[src/rtl/adc_seq_pkg.sv]
package adc_seq_pkg;
  localparam int unsigned RES_W          = 12;
  localparam int unsigned DATA_W         = 16;
  // 12.5 converter clocks of fixed conversion overhead, rounded up
  localparam int unsigned CONV_FIXED_CYC = 13;

  typedef enum logic [1:0] {
    TRG_SW   = 2'b00,
    TRG_RISE = 2'b01,
    TRG_FALL = 2'b10,
    TRG_BOTH = 2'b11
  } trg_edge_e;
endpackage

[src/rtl/adc_trig_det.sv]
module adc_trig_det
  import adc_seq_pkg::*;
#(
  parameter int unsigned NTRIG = 4,
  parameter int unsigned SEL_W = 2
) (
  input  logic             clk_i,
  input  logic             rst_ni,
  input  logic [NTRIG-1:0] trig_i,
  input  logic [SEL_W-1:0] sel_i,
  input  trg_edge_e        mode_i,
  output logic             hit_o
);
  logic smp_q, dly_q;

  always_ff @(posedge clk_i or negedge rst_ni) begin
    if (!rst_ni) begin
      smp_q <= 1'b0;
      dly_q <= 1'b0;
    end else begin
      smp_q <= trig_i[sel_i];
      dly_q <= smp_q;
    end
  end

  always_comb begin
    unique case (mode_i)
      TRG_RISE: hit_o = smp_q & ~dly_q;
      TRG_FALL: hit_o = ~smp_q & dly_q;
      TRG_BOTH: hit_o = smp_q ^ dly_q;
      default:  hit_o = 1'b0;
    endcase
  end
endmodule

[src/rtl/adc_chan_pick.sv]
module adc_chan_pick #(
  parameter int unsigned NCH  = 8,
  parameter int unsigned CH_W = 3
) (
  input  logic [NCH-1:0]  en_i,
  input  logic [CH_W-1:0] cur_i,
  input  logic            down_i,
  output logic [CH_W-1:0] first_o,
  output logic [CH_W-1:0] next_o,
  output logic            last_o
);
  // Loop direction chosen so the final match is the nearest channel
  always_comb begin
    first_o = '0;
    next_o  = '0;
    last_o  = 1'b1;
    if (!down_i) begin
      for (int i = NCH - 1; i >= 0; i--) begin
        if (en_i[i]) first_o = CH_W'(i);
        if (en_i[i] && (CH_W'(i) > cur_i)) begin
          next_o = CH_W'(i);
          last_o = 1'b0;
        end
      end
    end else begin
      for (int i = 0; i < NCH; i++) begin
        if (en_i[i]) first_o = CH_W'(i);
        if (en_i[i] && (CH_W'(i) < cur_i)) begin
          next_o = CH_W'(i);
          last_o = 1'b0;
        end
      end
    end
  end
endmodule

[src/rtl/adc_core_stub.sv]
module adc_core_stub
  import adc_seq_pkg::*;
#(
  parameter int unsigned NCH   = 8,
  parameter int unsigned CH_W  = 3,
  parameter int unsigned SMP_W = 4
) (
  input  logic               clk_i,
  input  logic               rst_ni,
  input  logic               start_i,
  input  logic               abort_i,
  input  logic [CH_W-1:0]    chan_i,
  input  logic [SMP_W-1:0]   smp_i,
  input  logic [NCH*RES_W-1:0] samples_i,
  output logic               done_o,
  output logic [RES_W-1:0]   result_o
);
  localparam int unsigned CNT_W = SMP_W + 4;

  logic             busy_q, done_q;
  logic [CNT_W-1:0] cnt_q;
  logic [RES_W-1:0] res_q;

  // done_o rises smp + CONV_FIXED_CYC cycles after the start pulse
  always_ff @(posedge clk_i or negedge rst_ni) begin
    if (!rst_ni) begin
      busy_q <= 1'b0;
      done_q <= 1'b0;
      cnt_q  <= '0;
      res_q  <= '0;
    end else begin
      done_q <= 1'b0;
      if (abort_i) begin
        busy_q <= 1'b0;
      end else if (start_i) begin
        busy_q <= 1'b1;
        cnt_q  <= CNT_W'(smp_i) + CNT_W'(CONV_FIXED_CYC - 2);
        res_q  <= samples_i[chan_i*RES_W +: RES_W];
      end else if (busy_q) begin
        if (cnt_q == '0) begin
          busy_q <= 1'b0;
          done_q <= 1'b1;
        end else begin
          cnt_q <= cnt_q - 1'b1;
        end
      end
    end
  end

  assign done_o   = done_q;
  assign result_o = res_q;
endmodule

[src/rtl/adc_seq_ctrl.sv]
module adc_seq_ctrl
  import adc_seq_pkg::*;
#(
  parameter int unsigned NCH    = 8,
  parameter int unsigned NTRIG  = 4,
  parameter int unsigned SMP_W  = 4,
  localparam int unsigned CH_W   = $clog2(NCH),
  localparam int unsigned TSEL_W = (NTRIG > 1) ? $clog2(NTRIG) : 1
) (
  input  logic                   clk_i,
  input  logic                   rst_ni,
  input  logic                   start_set_i,
  input  logic                   stop_req_i,
  input  logic                   cfg_we_i,
  input  logic                   cfg_cont_i,
  input  logic [1:0]             cfg_edge_i,
  input  logic [TSEL_W-1:0]      cfg_tsel_i,
  input  logic                   cfg_down_i,
  input  logic [NCH-1:0]         cfg_chen_i,
  input  logic [SMP_W-1:0]       cfg_smp_i,
  input  logic                   cfg_dma_en_i,
  input  logic                   cfg_eoc_ie_i,
  input  logic                   cfg_eos_ie_i,
  input  logic [1:0]             flag_clr_i,
  input  logic [NTRIG-1:0]       trig_i,
  input  logic [NCH*RES_W-1:0]   samples_i,
  output logic                   start_o,
  output logic [DATA_W-1:0]      data_o,
  output logic                   eoc_o,
  output logic                   eos_o,
  output logic                   irq_o,
  output logic                   dma_req_o
);
  // configuration, writable only while idle
  logic              cont_q, down_q, dma_en_q, eoc_ie_q, eos_ie_q;
  trg_edge_e         trg_mode_q;
  logic [TSEL_W-1:0] tsel_q;
  logic [NCH-1:0]    chen_q;
  logic [SMP_W-1:0]  smp_q;

  logic              start_q, active_q, issue_q;
  logic [CH_W-1:0]   chan_q, first_ch, next_ch;
  logic              last_ch, trig_hit, launch, conv_done, core_done;
  logic [RES_W-1:0]  core_res;
  logic [DATA_W-1:0] data_q;
  logic              eoc_q, eos_q, dma_q;

  always_ff @(posedge clk_i or negedge rst_ni) begin
    if (!rst_ni) begin
      cont_q     <= 1'b0;
      trg_mode_q <= TRG_SW;
      tsel_q     <= '0;
      down_q     <= 1'b0;
      chen_q     <= '0;
      smp_q      <= '0;
      dma_en_q   <= 1'b0;
      eoc_ie_q   <= 1'b0;
      eos_ie_q   <= 1'b0;
    end else if (cfg_we_i && !start_q) begin
      cont_q     <= cfg_cont_i;
      trg_mode_q <= trg_edge_e'(cfg_edge_i);
      tsel_q     <= cfg_tsel_i;
      down_q     <= cfg_down_i;
      chen_q     <= cfg_chen_i;
      smp_q      <= cfg_smp_i;
      dma_en_q   <= cfg_dma_en_i;
      eoc_ie_q   <= cfg_eoc_ie_i;
      eos_ie_q   <= cfg_eos_ie_i;
    end
  end

  adc_trig_det #(.NTRIG(NTRIG), .SEL_W(TSEL_W)) u_trig (
    .clk_i  (clk_i),
    .rst_ni (rst_ni),
    .trig_i (trig_i),
    .sel_i  (tsel_q),
    .mode_i (trg_mode_q),
    .hit_o  (trig_hit)
  );

  adc_chan_pick #(.NCH(NCH), .CH_W(CH_W)) u_pick (
    .en_i    (chen_q),
    .cur_i   (chan_q),
    .down_i  (down_q),
    .first_o (first_ch),
    .next_o  (next_ch),
    .last_o  (last_ch)
  );

  adc_core_stub #(.NCH(NCH), .CH_W(CH_W), .SMP_W(SMP_W)) u_core (
    .clk_i     (clk_i),
    .rst_ni    (rst_ni),
    .start_i   (issue_q),
    .abort_i   (stop_req_i),
    .chan_i    (chan_q),
    .smp_i     (smp_q),
    .samples_i (samples_i),
    .done_o    (core_done),
    .result_o  (core_res)
  );

  // triggers seen mid-scan fall through: launch needs an idle scanner
  assign launch    = start_q && !active_q && ((trg_mode_q == TRG_SW) || trig_hit);
  assign conv_done = active_q && core_done && !stop_req_i;

  always_ff @(posedge clk_i or negedge rst_ni) begin
    if (!rst_ni) begin
      start_q  <= 1'b0;
      active_q <= 1'b0;
      issue_q  <= 1'b0;
      chan_q   <= '0;
    end else if (stop_req_i) begin
      start_q  <= 1'b0;
      active_q <= 1'b0;
      issue_q  <= 1'b0;
    end else begin
      issue_q <= 1'b0;
      if (start_set_i && (|chen_q)) start_q <= 1'b1;
      if (launch) begin
        active_q <= 1'b1;
        chan_q   <= first_ch;
        issue_q  <= 1'b1;
      end else if (conv_done) begin
        if (!last_ch) begin
          chan_q  <= next_ch;
          issue_q <= 1'b1;
        end else if (cont_q) begin
          chan_q  <= first_ch;
          issue_q <= 1'b1;
        end else begin
          active_q <= 1'b0;
          if (trg_mode_q == TRG_SW) start_q <= 1'b0;
        end
      end
    end
  end

  always_ff @(posedge clk_i or negedge rst_ni) begin
    if (!rst_ni) begin
      data_q <= '0;
      eoc_q  <= 1'b0;
      eos_q  <= 1'b0;
      dma_q  <= 1'b0;
    end else begin
      dma_q <= conv_done && dma_en_q;
      if (conv_done) data_q <= DATA_W'(core_res);
      if (conv_done)          eoc_q <= 1'b1;
      else if (flag_clr_i[0]) eoc_q <= 1'b0;
      if (conv_done && last_ch) eos_q <= 1'b1;
      else if (flag_clr_i[1])   eos_q <= 1'b0;
    end
  end

  assign start_o   = start_q;
  assign data_o    = data_q;
  assign eoc_o     = eoc_q;
  assign eos_o     = eos_q;
  assign dma_req_o = dma_q;
  assign irq_o     = (eoc_q & eoc_ie_q) | (eos_q & eos_ie_q);
endmodule

[config.mk]
export PLATFORM = sky130hd
export DESIGN_NAME = adc_seq_ctrl
export DESIGN_NICKNAME = d
export VERILOG_FILES = /design/src/rtl/adc_seq_pkg.sv /design/src/rtl/adc_trig_det.sv /design/src/rtl/adc_chan_pick.sv /design/src/rtl/adc_core_stub.sv /design/src/rtl/adc_seq_ctrl.sv
export SDC_FILE = /design/constraint.sdc
export NUM_CORES = 1
export LEC_CHECK = 0
export ABC_AREA = 1
export BUFFER_PORTS_ARGS = -buffer_cell sky130_fd_sc_hd__buf_4
export CAP_MARGIN = 40
export CORE_MARGIN = 5
export CORE_UTILIZATION = 40
export DETAILED_ROUTE_END_ITERATION = 10
export MAX_ROUTING_LAYER = met4
export PLACE_DENSITY = 0.64
export SYNTH_ARGS = -nofsm -noshare
export SYNTH_HDL_FRONTEND = slang
export SYNTH_HIERARCHICAL = 1
export SYNTH_SLANG_ARGS = --single-unit
[constraint.sdc]
create_clock -name clk_i -period 4.9 [get_ports clk_i]
set_input_delay 0.98 -clock clk_i [delete_from_list [all_inputs] [get_ports clk_i]]
set_output_delay 0.98 -clock clk_i [all_outputs]
set_load 0.05 [all_outputs]
After elaboration in Yosys (flattened, before gate mapping):

Cells that the tools add are included.

* bits in latches: 0
* bits in registers: 66
* logic and storage cells: 188
* output and inout port bits: 21
* memory bits (writable): 0
* memories: 0
* bits in read-only memories: 0
* input port bits: 128

* bitwise gates (word level): 9
* multiplexer cells: 88
* equality and inequality tests: 6
* shift operators: 1
* multiply operators: 1
* add/sub/neg operators: 2
* $lt $le $gt $ge: 17
* reduce and logical (&&, ||, !) cells: 41
* div/mod/pow operators: 0

Operators by type and width (number)
* variable part select 96 x 8 -> 12 bit: 1
* two-way mux 3 bit: 30
* two-way mux 1 bit: 49
* logical AND 1 bit: 24
* two-way mux 8 bit: 3
* > comparator 3 bit (first input constant): 4
* less-than comparator 3 bit (first input constant): 4
* AND reduction 3 bit: 3
* logical NOT 8 bit: 1
* two-way mux 2 bit: 4
* nonzero test 2 bit: 4
* OR reduction 8 bit: 1
* subtractor 8 x 1 -> 8 bit (second input constant): 1
* > comparator 1 x 3 -> 1 bit (first input constant): 2
* > comparator 2 x 3 -> 1 bit (first input constant): 2
* less-than comparator 1 x 3 -> 1 bit (first input constant): 2
* less-than comparator 2 x 3 -> 1 bit (first input constant): 2
* != test 3 x 2 -> 1 bit (second input constant): 2
* nonzero test 3 bit: 2
* adder 4 x 4 -> 5 bit (second input constant): 1
* multiplier 3 x 2 -> 5 bit (second input constant): 1
* bitwise AND 1 bit: 4
* == test 2 bit (second input constant): 2
* logical NOT 1 bit: 3
* other kinds (11): 13

Logic depth before layout (Yosys ltp):

Gate-level depths: netlist of the first run.

* word-level depth: 15
* gate-level depth with buffers: 15
* mapped depth without buffers: 15

Cells and area by module:

The synthesis of the first run kept the hierarchy.

By module, submodules not included
* adc_core_stub: area each 2029.4 µm², cells an instance 351, times used 1
* adc_seq_ctrl: area each 1870.5 µm², cells an instance 172, times used 1
* adc_chan_pick: area each 369.1 µm², cells an instance 85, times used 1
* adc_trig_det: area each 158.9 µm², cells an instance 25, times used 1

Least setup slack after synthesis of the first run:

No wires, ideal clock.

* kind: register to output
* start: register eoc_q (netlist: eoc_o)
* end: output port irq_o
* slack: 2.776 ns
* data arrival time: 1.144 ns
* cell stages (with the launch flop): 2
* path buffers: 0
* data required time: 3.920 ns
* path through: dfrtp_1 > a22o_1

* word-level cells in the longest chain between the ends: 2

Ends and longest elaborated chain
* start: declaration: RTL line adc_seq_ctrl.sv:46 `logic eoc_q, eos_q, dma_q;`
* start signal: assignment: RTL line adc_seq_ctrl.sv:141 `eoc_q <= 1'b0;`
* start signal: assignment: RTL line adc_seq_ctrl.sv:147 `if (conv_done) eoc_q <= 1'b1;`
* start signal: assignment: RTL line adc_seq_ctrl.sv:148 `else if (flag_clr_i[0]) eoc_q <= 1'b0;`
* bitwise AND 1 bit: RTL line adc_seq_ctrl.sv:159 `assign irq_o = (eoc_q & eoc_ie_q) | (eos_q & eos_ie_q);`
* bitwise OR 1 bit: RTL line adc_seq_ctrl.sv:159
* end: declaration: RTL line adc_seq_ctrl.sv:31 `output logic irq_o,`

Every way passes these cells.

Worst setup path after layout of the first run:

Ends and elaborated chain as after synthesis.

==> results.json, run 1 <==
{
  "leakage_nw": 3.158,
  "diodes": 0,
  "syn_inst": 633,
  "vias": 4433,
  "synth_area_per_cell_sq_um": 6.995,
  "switching_share_pct": 40.86,
  "stdcell_count": 908,
  "rsz0062_at_grt": "no",
  "cts_tree": "built",
  "slew_viol_final": 0,
  "crit_arrival_ns": 1.15,
  "globalplace.congestion": 0.8762,
  "slowest_delay_ns": 0.40,
  "r2r_start": "chan_q[2]$_DFFE_PN0P_",
  "synth_top_area_share_pct": 37.30,
  "initial_core_util_pct": 40.85,
  "achievable-frequency_mhz": 470.0,
  "finalHoldViolCount": 0,
  "slew_headroom_pct": 45.64,
  "final_net_count": 897,
  "p_seq_share_pct": 33.8,
  "multi_input_area_sq_mm": 0.002377,
  "yosysTopAreaCell": "dfrtp_1",
  "cp_slowest_cell": "dfrtp_1",
  "worstHoldStart": "u_trig/smp_q$_DFF_PN0_",
  "syn_area_sq_mm": 0.004428,
  "viasPerCell": 4.882,
  "antenna_found_initial": 0,
  "critPathLaunchType": "register",
  "peakVddDrop_mv": 0.1819,
  "period_needed_ns": 2.128,
  "area_growth_pct": 30.49,
  "clk_latency_ns": 0.34,
  "worst_slew_pin_slew_ns": 0.8155,
  "overflow": 0,
  "grt_pass1_wl_mm": 20.56,
  "crit_required_ns": 3.92,
  "postLayoutCellArea_sq_mm": 0.005778,
  "dp_hpwl_mm": 9.481,
  "min_path_type": "register to register",
  "powerDensity_mw_per_mm2": 422.7,
  "die_x_um": 115.2,
  "cap_violations": 0,
  "synth-seq-cells": 66,
  "post_cts_resized": 0,
  "path_cells": "a22o_1 > buf_4",
  "drtIter0Drc": 308,
  "fillers": 1072,
  "ys_types": 36,
  "track_usage_pct": 19.61,
  "yosys_warnings": 6,
  "clkPwrFrac_pct": 22.7,
  "root_buffer": "clkbuf_8",
  "postCtsHoldBufs": 0,
  "regArea_sq_mm": 0.001653,
  "die_h_um": 115.2,
  "grt_max_degree": 67,
  "p_comb_share_pct": 43.4,
  "clock-sinks": 66,
  "seq_area_frac_synth_pct": 37.30,
  "place_area_sq_mm": 0.005538,
  "dieArea_sq_mm": 0.01327,
  "route.detailed.drc": 0,
  "num_io_pins": 149,
  "core_area_sq_mm": 0.01084,
  "post_cts_buffers": 0,
  "ctsHtreeMaxLevel": 3,
  "tns_ns": 0,
  "critPathKind": "register to primary output",
  "outcome": "finished, final reports clean",
  "clk_pin_slew_worst_paths_ns": 0.07,
  "rows": 38,
  "ant_nets": 0,
  "finalWirelength_mm": 12.39,
  "clockBufferDepth": 2,
  "path_max_fanout": 3,
  "p_sw_mw": 0.9979,
  "cp-end-kind": "primary output",
  "wl_per_cell_um": 13.64,
  "fin_worst_skew_ns": 0.008566,
  "p_int_mw": 1.445,
  "yosys-top-cells-area": "dfrtp_1 (37%), nand2_1 (18%), nor2_1 (7.2%)",
  "cp-startpoint": "eoc_o$_DFFE_PN0P_",
  "setup_violations": 0,
  "port-buffer-count": 144,
  "whs_ns": 0.4274,
  "cts-buffers-inserted": 9,
  "grt_pass1_vias": 4511,
  "dr.pass1.iters": 4,
  "min_period_over_period_pct": 43.42,
  "dp.cells": 893,
  "drive_above_1_share_pct": 25.91
}
## stage by stage
stage	utilization (%)	worst slack [ns]	power, mW
after global routing	53.30	2.577	2.658
after floorplan	-	2.776	1.615
after detailed placement	51.08	2.628	1.892
after global placement	50.90	2.599	1.848
after CTS	53.30	2.750	2.456
final	53.30	2.772	2.443
## routing by layer
layer  up-vias  GRT usage (%)  wire length, um
met2       120          33.87             6131
met5         -              -                0
met3        11          3.211              620
li1       2262              -                -
met4         0          4.773              163
met1      2040          23.96             5472
## cell families after synthesis
logic type                 count (synthesis)  synth area share (%)
AOI/OAI and AO/OA                         77                 10.20
DFF                                       66                 37.30
other                                      1               0.08469
adders and majority gates                  5                 1.413
buffers and inverters                     89                 9.268
and+or+nand+nor                          376                 35.55
muxes                                     19                 6.188
## cell type report
| type | count | area share, % |
|---|---|---|
| multi-input combinational | 481 | 41.14 |
| sequential | 66 | 28.61 |
| timing repair buffer | 145 | 19.06 |
| inverter | 61 | 4.006 |
| tap | 140 | 3.032 |
| clock buffer | 10 | 2.382 |
| clock inverter | 5 | 1.776 |
## power by group through the flow
| stage | logic [mW] | registers, mW | clock network (mW) |
|---|---|---|---|
| 2_1_floorplan | 0.837 | 0.778 | 0 |
| 3_3_place_gp | 0.980 | 0.868 | 0 |
| 3_5_place_dp | 1.06 | 0.833 | 0 |
| 4_1_cts | 1.06 | 0.825 | 0.569 |
| 5_1_grt | 1.22 | 0.847 | 0.591 |
| 6_report | 1.06 | 0.826 | 0.555 |
## cells in the mapped netlist, drive strengths merged
master and count:
nand2 220, nor2 89, dfrtp 66, inv 61, nand3 61, o21ai 50, buf 23, mux2 19
a21oi 10, o211ai 9, clkbuf 5, ha 5, o21bai 4, nand4 3, a22o 2, a211oi 1
conb 1, nand3b 1, nor3 1, nor4 1, o22ai 1
## sequential cells by signal (all words and copies together) (netlist names), 2 cells and up
register,cells
tsel_q,2
smp_q,4
chen_q,8
chan_q,3
u_core/result_o,12
trg_mode_q,2
data_o,12
u_core/cnt_q,8
## critical path, delay by kind of cell, from the launching register on
family,cells,cell delay [ns]
compound gates,1,0.23
flops,1,0.40
buf+inv,1,0.18
## final timing paths
kind	slack [ns]	to	cells past startpoint
max	2.77	irq_o	2
min	0.43	u_trig/dly_q$_DFF_PN0_	0
max reg2reg	2.77	start_o$_DFF_PN0_	11
min reg2reg	0.43	u_trig/dly_q$_DFF_PN0_	0
max in group asynchronous	3.59	chan_q[0]$_DFFE_PN0P_	1
min in group asynchronous	0.71	chen_q[6]$_DFFE_PN0P_	1
## placed cells by master, fill, tap and decap left out, types with 2 or more instances in the layout
| master | count |
|---|---|
| a21oi_1 | 9 |
| a22o_1 | 2 |
| buf_4 | 144 |
| bufinv_16 | 3 |
| clkbuf_8 | 10 |
| conb_1 | 4 |
| dfrtp_1 | 65 |
| ha_1 | 5 |
| inv_1 | 55 |
| inv_2 | 5 |
| mux2_2 | 3 |
| mux2_4 | 16 |
| nand2_1 | 217 |
| nand2_4 | 3 |
| nand3_1 | 59 |
| nand3_4 | 2 |
| nand4_1 | 3 |
| nor2_1 | 85 |
| nor2_2 | 3 |
| o211ai_1 | 9 |
| o21ai_0 | 38 |
| o21ai_1 | 10 |
| o21ai_2 | 2 |
| o21bai_1 | 3 |
Power figures use the tool's default switching activity.
==> run 2: changes to the inputs <==
- PLACE_DENSITY: 0.64 -> 0.66
- clock period: 4.9 -> 1.7 ns (I/O delays scaled with it)
==> results.json, run 2 (same netlist as run 1, synthesis figures left out) <==
{
  "outcome": "finished, violations left",
  "violations": "setup timing",
  "overflow": 0,
  "cts-buffers-inserted": 9,
  "period_needed_ns": 1.708,
  "ctsHtreeMaxLevel": 3,
  "dp_hpwl_mm": 9.889,
  "min_path_type": "input pin to register",
  "setup_violations": 1,
  "crit_required_ns": 1.98,
  "route.detailed.drc": 0,
  "drtIter0Drc": 366,
  "crit_arrival_ns": 1.99,
  "final_core_utilization_pct": 55.01,
  "critPathKind": "register to register",
  "globalplace.congestion": 0.9167,
  "slew_viol_final": 0,
  "achievable-frequency_mhz": 585.5,
  "rows": 38,
  "critPathLaunchType": "register",
  "antenna_found_initial": 0,
  "ant_nets": 0,
  "clk_latency_ns": 0.34,
  "leakage_nw": 3.246,
  "num_io_pins": 149,
  "diodes": 0,
  "r2r_start": "chan_q[2]$_DFFE_PN0P_",
  "cts_tree": "built",
  "viasPerCell": 4.933,
  "track_usage_pct": 20.31,
  "drive_above_1_share_pct": 29.73,
  "layout.cells.most_common": "nand2_1",
  "worstHoldStart": "flag_clr_i[0]",
  "min_period_over_period_pct": 100.5,
  "cp-end-kind": "register",
  "post-route-worst-setup-slack_ns": -0.007984,
  "area_growth_pct": 34.67,
  "die_x_um": 115.2,
  "grt_pass1_wl_mm": 21.21,
  "finalWirelength_mm": 12.86,
  "die_h_um": 115.2,
  "final_cell_mix": "nand2_1 (209), buf_4 (157), nor2_1 (82)",
  "postLayoutCellArea_sq_mm": 0.005963,
  "clockBufferDepth": 2,
  "dr.pass1.iters": 5,
  "path_max_fanout": 8,
  "dieArea_sq_mm": 0.01327,
  "cap_violations": 0,
  "root_buffer": "clkbuf_8",
  "wl_per_cell_um": 13.87,
  "port-buffer-count": 144,
  "core_area_sq_mm": 0.01084,
  "rsz0062_at_grt": "yes",
  "clk_pin_slew_worst_paths_ns": 0.08,
  "final_net_count": 915,
  "fin_worst_skew_ns": 0.01061,
  "grt_pass1_vias": 4576,
  "place_area_sq_mm": 0.005680,
  "finalHoldViolCount": 0,
  "initial_core_util_pct": 40.85,
  "grt_max_degree": 62,
  "clock-sinks": 66,
  "vias": 4573,
  "cp-startpoint": "chan_q[2]$_DFFE_PN0P_",
  "peakVddDrop_mv": 0.5269,
  "powerDensity_mw_per_mm2": 1201
}
[run 2: stage by stage]
| step | power, mW | hold WS [ns] | TNS (ns) | setup WS (ns) | instances |
|---|---|---|---|---|---|
| 2_1_floorplan | 4.654 | 0.04441 | 0 | 0.08959 | 636 |
| 3_3_place_gp | 5.555 | 0.2309 | 0 | 0.02486 | 907 |
| 3_5_place_dp | 5.656 | 0.2385 | -0.02219 | -0.01212 | 907 |
| 4_1_cts | 7.071 | 0.1583 | 0 | 0.001799 | 924 |
| 5_1_grt | 7.800 | 0.1611 | -0.3711 | -0.09872 | 927 |
| 6_report | 7.160 | 0.1665 | -0.007984 | -0.007984 | 927 |
[run 2: critical path, stage by stage, from the launching register on]
cell	delay, ns
dfrtp_2	0.48
nand2_2	0.10
nand2_1	0.07
nand2_2	0.08
nand2_2	0.07
nor2_2	0.16
nand3_1	0.11
nand2_2	0.13
buf_6	0.11
nand2_1	0.05
nand2_1	0.07
nand2_1	0.05
nand2_1	0.05
nand2_1	0.06
nand2_1	0.05
[run 2: per-layer routing]
metal  global-route usage [%]  vias up  wire length (um)
met5                        -        -                 0
met4                    5.164        0               165
met3                    3.842       18               724
met2                    34.41      141              6408
met1                    24.96     2115              5563
li1                         -     2299                 -
[run 2: area by class of cell]
cell class / count / area, sq um
Tap cell: 140 / 175.2
Multi-Input combinational cell: 481 / 2416
Inverter: 61 / 234.0
Clock inverter: 6 / 65.06
Sequential cell: 66 / 1655
Clock buffer: 10 / 137.6
Timing Repair Buffer: 163 / 1280
Fill cell: 1053 / 4877
[run 2: timing repair]
action                                  4_1_cts  5_1_grt
gates resized for setup                       4       16
endpoints found under the hold margin        17        0
pin swaps                                     0        4
hold buffers                                  1        0
buffers inserted                              0        3
endpoints found under the setup margin        4       12
[run 2: power breakdown]
part           internal, mW  total (mW)  switching [mW]
logic                  1.48        3.50            2.02
registers              1.93        2.30           0.366
clock network         0.720        1.36           0.645
total                  4.13        7.16            3.03
[run 2: worst paths after layout]
kind / slack [ns] / to / depth (start not counted)
max reg2reg: -0.008 / chan_q[1]$_DFFE_PN0P_ / 14
max in group asynchronous: 0.78 / eoc_o$_DFFE_PN0P_ / 3
min reg2reg: 0.43 / u_trig/dly_q$_DFF_PN0_ / 0
min in group asynchronous: 0.41 / chen_q[6]$_DFFE_PN0P_ / 2
min: 0.17 / eoc_o$_DFFE_PN0P_ / 2
max: -0.008 / chan_q[1]$_DFFE_PN0P_ / 14
